**src/rtl/colhb_pkg.sv**
```systemverilog
package colhb_pkg;

  // Strobes passed from the control FSM to the datapath.
  typedef struct packed {
    logic collCond;  // overlap of transmit and receive in half duplex
    logic hbOn;      // heartbeat pulse currently active
  } colStrobe_t;

  typedef enum logic [1:0] {
    HB_IDLE  = 2'd0,
    HB_WAIT  = 2'd1,
    HB_PULSE = 2'd2
  } hbState_t;

endpackage

```
**src/rtl/colhb_ctrl.sv**
```systemverilog
module colhb_ctrl
  import colhb_pkg::*;
#(
  parameter int HB_DELAY = 10,
  parameter int HB_WIDTH = 10
) (
  input  logic       clk,
  input  logic       rst,
  input  logic       txActive,
  input  logic       rxValid,
  input  logic       fullDuplex,
  input  logic       hbEnable,
  output colStrobe_t strobe
);

  localparam int HB_MAX   = (HB_DELAY > HB_WIDTH) ? HB_DELAY : HB_WIDTH;
  localparam int HB_CNT_W = $clog2(HB_MAX + 1);
  localparam logic [HB_CNT_W-1:0] DELAY_END = HB_CNT_W'(HB_DELAY);
  localparam logic [HB_CNT_W-1:0] WIDTH_END = HB_CNT_W'(HB_WIDTH);
  localparam logic [HB_CNT_W-1:0] CNT_ONE   = HB_CNT_W'(1);

  logic                txPrev;
  logic                txFall;
  hbState_t            hbState, hbStateNext;
  logic [HB_CNT_W-1:0] hbCnt, hbCntNext;

  assign txFall = txPrev & ~txActive;

  always_ff @(posedge clk) begin
    if (rst) txPrev <= 1'b0;
    else     txPrev <= txActive;
  end

  always_comb begin
    hbStateNext = hbState;
    hbCntNext   = hbCnt;
    if (txActive) begin
      // a fresh transmission cancels any pending or running heartbeat
      hbStateNext = HB_IDLE;
      hbCntNext   = '0;
    end else begin
      unique case (hbState)
        HB_IDLE: begin
          if (txFall && hbEnable) begin
            hbStateNext = HB_WAIT;
            hbCntNext   = CNT_ONE;
          end
        end
        HB_WAIT: begin
          if (hbCnt == DELAY_END) begin
            hbStateNext = HB_PULSE;
            hbCntNext   = CNT_ONE;
          end else begin
            hbCntNext = hbCnt + CNT_ONE;
          end
        end
        HB_PULSE: begin
          if (hbCnt == WIDTH_END) begin
            hbStateNext = HB_IDLE;
            hbCntNext   = '0;
          end else begin
            hbCntNext = hbCnt + CNT_ONE;
          end
        end
        default: begin
          hbStateNext = HB_IDLE;
          hbCntNext   = '0;
        end
      endcase
    end
  end

  always_ff @(posedge clk) begin
    if (rst) begin
      hbState <= HB_IDLE;
      hbCnt   <= '0;
    end else begin
      hbState <= hbStateNext;
      hbCnt   <= hbCntNext;
    end
  end

  assign strobe.collCond = txActive & rxValid & ~fullDuplex;
  assign strobe.hbOn     = (hbState == HB_PULSE);

endmodule

```
**src/rtl/colhb_dpath.sv**
```systemverilog
module colhb_dpath
  import colhb_pkg::*;
#(
  parameter int PERSIST_BITS = 7
) (
  input  logic       clk,
  input  logic       rst,
  input  logic       txActive,
  input  logic       rxValid,
  input  logic       fullDuplex,
  input  colStrobe_t strobe,
  output logic       collOn,
  output logic       col,
  output logic       crs
);

  localparam int PCNT_W = $clog2(PERSIST_BITS + 1);
  localparam logic [PCNT_W-1:0] PERSIST_END = PCNT_W'(PERSIST_BITS);

  logic [PCNT_W-1:0] persistCnt;
  logic              crsReg;

  // Saturating count of consecutive edges with the overlap present.
  always_ff @(posedge clk) begin
    if (rst || !strobe.collCond)   persistCnt <= '0;
    else if (persistCnt != PERSIST_END) persistCnt <= persistCnt + PCNT_W'(1);
  end

  always_ff @(posedge clk) begin
    if (rst) crsReg <= 1'b0;
    else     crsReg <= rxValid | (txActive & ~fullDuplex);
  end

  assign collOn = (persistCnt == PERSIST_END);
  assign col    = collOn | strobe.hbOn;
  assign crs    = crsReg;

endmodule

```
**src/rtl/col_crs_gen.sv**
```systemverilog
module col_crs_gen
  import colhb_pkg::*;
#(
  parameter int PERSIST_BITS = 7,
  parameter int HB_DELAY     = 10,
  parameter int HB_WIDTH     = 10
) (
  input  logic clk,
  input  logic rst,
  input  logic txActive,
  input  logic rxValid,
  input  logic fullDuplex,
  input  logic hbEnable,
  output logic col,
  output logic crs
);

  colStrobe_t strobe;
  logic       collOn;

  colhb_ctrl #(.HB_DELAY(HB_DELAY), .HB_WIDTH(HB_WIDTH)) u_ctrl (
    .clk(clk), .rst(rst), .txActive(txActive), .rxValid(rxValid),
    .fullDuplex(fullDuplex), .hbEnable(hbEnable), .strobe(strobe)
  );

  colhb_dpath #(.PERSIST_BITS(PERSIST_BITS)) u_dpath (
    .clk(clk), .rst(rst), .txActive(txActive), .rxValid(rxValid),
    .fullDuplex(fullDuplex), .strobe(strobe), .collOn(collOn),
    .col(col), .crs(crs)
  );

endmodule

```
**config.mk**
```make
export PLATFORM = sky130hd
export DESIGN_NAME = col_crs_gen
export DESIGN_NICKNAME = d
export VERILOG_FILES = /design/src/rtl/colhb_pkg.sv /design/src/rtl/colhb_ctrl.sv /design/src/rtl/colhb_dpath.sv /design/src/rtl/col_crs_gen.sv
export SDC_FILE = /design/constraint.sdc
export NUM_CORES = 1
export LEC_CHECK = 0
export ABC_AREA = 0
export BUFFER_PORTS_ARGS = -buffer_cell sky130_fd_sc_hd__buf_4
export CAP_MARGIN = 10
export CORE_MARGIN = 2
export CORE_UTILIZATION = 28
export CTS_CLUSTER_DIAMETER = 30
export DETAILED_ROUTE_END_ITERATION = 6
export REMOVE_ABC_BUFFERS = 1
export SETUP_SLACK_MARGIN = 0.02
export SYNTH_ARGS = -nofsm -noshare
export SYNTH_HDL_FRONTEND = slang
export SYNTH_SLANG_ARGS = --single-unit
```
**constraint.sdc**
```tcl
create_clock -name clk -period 2.75 [get_ports clk]
set_clock_uncertainty 0.1 [all_clocks]
set_input_delay 0.55 -clock clk [delete_from_list [all_inputs] [get_ports clk]]
set_output_delay 0.55 -clock clk [all_outputs]
set_load 0.05 [all_outputs]
```
* Yosys cells after proc, flatten, opt, wreduce, memory -nomap -nowiden
Cells that the tools add are included.
Storage, ports and cells: bits in registers 11, bits of input ports 6, output and inout port bits 2, logic and storage cells 37
Cells by class: add/sub/neg operators 2, equal/unequal tests 8, muxes and demuxes 8, bitwise gates (word level) 8, reductions and logical operators 6
Operator list (number):
- $mux W4 | 3
- $pmux W4 S3 | 1
- $mux W2 | 3
- $pmux W2 S3 | 1
- $add A4 B1 Y4 const B | 1
- $and A1 B1 Y1 | 4
- $eq A4 B4 Y1 const B | 1
- $ne A2 B1 Y1 const B | 2
- $add A3 B1 Y3 const B | 1
- $eq A3 B3 Y1 const B | 1
- $ne A3 B3 Y1 const B | 1
- $reduce_and A3 Y1 | 1
- $eq A2 B1 Y1 const B | 1
- $eq A2 B2 Y1 const B | 1
- $logic_not A2 Y1 | 1
- $ne A2 B2 Y1 const B | 1
- $not A1 Y1 | 2
- $or A1 B1 Y1 | 2
- $reduce_or A2 Y1 | 1
- $logic_and A1 B1 Y1 | 1
- $logic_not A1 Y1 | 1
- $logic_or A1 B1 Y1 | 1

* Depth between registers and ports, before layout
depth in word-level cells 5, gate-level depth with buffers 5

* By module
From an unflattened synthesis, not the netlist that was laid out.
Second synthesis, totals: cell total of the unflattened synthesis 61, area total of the unflattened synthesis 570.5 sq um
Modules (own cells, without submodules):
- colhb_ctrl | times used 1, cells each 43, area an instance 385.4 sq um, sequential area each 140.1 sq um
- colhb_dpath | times used 1, cells each 18, area an instance 185.2 sq um, sequential area each 80.1 sq um

* Worst setup path before layout
Ideal clock, no wire load.
kind reg-to-output, start point register u_dpath.persistCnt[0], end point output port col, arrival time 1043 ps, setup slack 1057 ps, stages on the path, launching flop included 4, cell sequence dfxtp_1 -> ha_1 -> ha_1 -> a21o_2
Between the ends: cells in the longest elaborated chain, start to end 2
Ends and longest elaborated chain:
- from (decl) | RTL line colhb_dpath.sv:20 | logic [PCNT_W-1:0] persistCnt;
- from (signal assigned) | RTL line colhb_dpath.sv:26 | else if (persistCnt != PERSIST_END) persistCnt <= persistCnt + PCNT_W'(1);
- $eq A3 B3 Y1 | RTL line colhb_dpath.sv:34 | assign collOn = (persistCnt == PERSIST_END);
- $or A1 B1 Y1 | RTL line colhb_dpath.sv:35 | assign col = collOn | strobe.hbOn;
- to (decl) | RTL line col_crs_gen.sv:14 | output logic col,
Every way passes these cells.

* Worst setup path after layout
Same ends and word-level chain as after synthesis.

==> results summary <==
The worst path arrival time is 1430 ps. The post-synthesis cell area came out at 539 um^2. The depth of the CTS H-tree is 1. The aggregate negative setup slack is 0 ps. The overall routed net length is 912 um. The depth of the worst register-to-register path came out at 5. In this run the deepest clock path goes through 2 buffers. The global router's overall resource usage came out at 9.85%. The flow ran to the end, and the final reports show no timing, DRC or antenna violations. After detailed routing, the average wire length per cell comes to 9.81 um.

The worst min-delay path startpoint is rst. The HPWL after detailed placement is 696 um. Clock tree synthesis inserted a total of 3 buffers.

Of the cells placed in the final design, the portion with a size suffix greater than 1 is 22.1%. The final-report max-slew violation count came out at 0. The worst register-to-register path has a setup slack of 1150 ps. The worst path required time is 2100 ps. After synthesis the netlist holds a flip-flop and latch count of 11. The number of flops mapped to enable cells by yosys is 0.

The leakage power summed over all cells is 0.000256 uW. The cell total after placement came out at 89. The count of final setup violators came out at 0. The end of the worst register-to-register path is u_ctrl.hbState[1]$_SDFFE_PP0P_. The post-place setup slack came out at 952 ps. The number of violations of the max-capacitance limit is 0. The highest layer used for signal routing is met3.

The ratio of final minimum period to clock period came out at 75.8%. The power density over the cells came out at 461 nW/um^2. The total global routing overflow is 0.

The total of buffers placed on input and output ports came out at 7. STA classifies the critical path startpoint as a flip-flop. The placeable core region is 1760 um^2. The number of antenna violations at the first check in global routing was 0. The die span in y came out at 47.9 um. Dividing the detail-routed via count by the number of cells gives 4.71.

The maximum vdd drop came out at 405 uV. The area taken by flip-flops and latches is 220 um^2. The most used flip-flop cell after synthesis is dfxtp_1. In this run the worst setup path terminates at col. The area growth from synthesis to layout came out at 20.0%. The chip width is 47.9 um. Wire segments on met2 add up to 409 um in the final route. The number of vias after detailed routing is 438. The normalized max-slew margin is 79.3%. The synthesis warning total came out at 0. The repair_antennas step left the layout with diodes totalling 0. At the end of routability-driven placement, the weighted congestion stood at 0.671. The delay contributed by the slowest stage of the critical path is 320 ps. The top-level I/O count is 8. The path class of the tightest hold or removal check is input pin to flip-flop. The net total in the final layout is 79. The first global-routing pass estimated 1550 um of wire.

The maximum clock frequency came out at 480 MHz. The worst register-to-register path begins at u_ctrl.hbCnt[0]$_SDFFE_PP0P_. The distinct cell type count after synthesis is 24. For this run, the number of standard cells in the final layout without fillers is 93.

Summed over all nets, wire length on met3 after detailed routing comes to 40 um. The final hold violation count came out at 0. The critical path crosses 4 cells after its start point. The final total power is 298 uW. The post-synthesis instance total is 58.

The critical path is of the flip-flop to primary output type. TritonCTS built the clock tree. The shortest period the worst path allows came out at 2080 ps. The buffer count from post-CTS setup fixing is 0. The DRC violations left came out at 0. The remaining number of nets flagged by the antenna check after routing came out at 0. The number of hold buffers added after CTS was 0.

The clock root buffer is clkbuf_4. The worst setup path is captured at a primary output. The number of gates given a new drive strength after cts is 0. The layout has 189 filler cells. The length of the first detailed-routing pass in iterations came out at 4. For this block, wires on met1 add up to 462 um. The signal on the critical path passes through ha_1 > ha_1 > a21o_2 > buf_4. The area of the die came out at 2290 um^2.

The clock reaches the later pin of the worst-skew pair after 270 ps. The share of async-settable or async-resettable flops after synthesis came out at 0%. Counting every sink on the clock net gives 11. The most critical setup path has its startpoint at u_dpath.persistCnt[0]$_SDFFE_PP0N_.

Setup repair after global routing left no endpoint under its margin. The effective utilization at floorplan is 30.6%. The average instance in the mapped netlist occupies 9.30 um^2. The cell at the slowest stage of the critical path is dfxtp_1. The number of global-route vias before repair is 365. The largest fanout on the critical path came out at 4. The setup slack of the critical path after layout is 666 ps. The detailed router's first-iteration violation count is 8. The multi-input combinational cells in the finished layout cover a total of 304 um^2.

The transition at the pin with the smallest max-transition slack is 310 ps. The initialized floorplan defines 15 standard-cell rows. After clock tree synthesis, the clock-pin slew on the worst setup and hold paths is 70 ps. The most numerous cell type found on the critical path is ha_1.

The largest net degree at the start of global routing came out at 9. The fraction of the yosys area taken by sequential cells came out at 40.8%. In this design, the largest share of critical-path delay is due to adder cells.

Together, buffers and inverters on the worst path number 1.
area by class of cell:
type / count / share of cell area, %
clock buffer: 3 / 3.48
tap: 25 / 4.84
clock inverter: 1 / 0.774
multi-input combinational: 43 / 47.0
sequential: 11 / 34.0
inverter: 3 / 1.74
timing repair buffer: 7 / 8.12
per-layer routing:
metal  track usage, %  vias up
li1                 -      229
met1             12.4      201
met2             14.9        8
met3             6.79        0
met4                0        0
met5                0        -
synthesized netlist by cell type, types with 2 or more instances:
master | instances | area [um^2]
a31oi_1 | 2 | 12.5
nor2_1 | 5 | 18.8
dfxtp_1 | 11 | 220
mux2i_1 | 2 | 20.0
nand3_1 | 8 | 40.0
inv_1 | 3 | 11.3
a21oi_1 | 4 | 20.0
nand3b_1 | 4 | 30.0
ha_1 | 4 | 50.1
flip-flops by register name, indices dropped and copies added (netlist names):
signal	flops
u_dpath.crs	1
u_dpath.persistCnt	3
u_ctrl.hbCnt	4
u_ctrl.txPrev	1
u_ctrl.hbState	2
report_power, final:
part | leakage [uW] | internal (uW) | switching [uW]
Sequential | 0.0000894 | 162 | 2.19
Combinational | 0.000148 | 11.1 | 12.6
Clock | 0.0000177 | 53.8 | 56.2
Total | 0.000256 | 227 | 71.0
worst min-delay path by stage:
stage | endpoint | slack (ps) | cells after the start
finish | u_dpath.crs$_SDFF_PP0_ | 350 | 2
floorplan | u_dpath.persistCnt[1]$_SDFFE_PP0N_ | 370 | 2
global route | u_dpath.crs$_SDFF_PP0_ | 330 | 2
CTS | u_dpath.crs$_SDFF_PP0_ | 340 | 2
global placement | u_ctrl.hbState[0]$_SDFFE_PP0P_ | 380 | 2
detailed placement | u_ctrl.hbState[0]$_SDFFE_PP0P_ | 380 | 2
per-stage QoR:
step / hold WS, ps / util (%) / instance area (um^2)
finish: 347 / 36.7 / 647
global route: 332 / 36.7 / 647
CTS: 339 / 36.7 / 647
detailed placement: 385 / 35.1 / 619
global placement: 381 / 35.1 / 619
floorplan: 368 / - / 536
cell families after synthesis:
logic type	share of synthesized area (%)
flip-flops	40.8
XOR/XNOR	4.64
multiplexers	3.71
AO/OA/AOI/OAI	12.3
AND/OR/NAND/NOR	26.5
adder cells (fa/ha/maj)	9.28
buffers and inverters	2.78
cells in the final DEF, fill, tap and decap left out, types with 3 or more instances in the layout:
cell,netlist,routed
dfxtp_1,11,11
nand3_1,8,8
a21oi_1,4,4
ha_1,4,4
inv_1,3,3
nand3b_1,4,4
nor2_1,5,5
clkbuf_4,0,3
buf_4,0,7
Note: power is estimated with default switching activity, not from simulation.
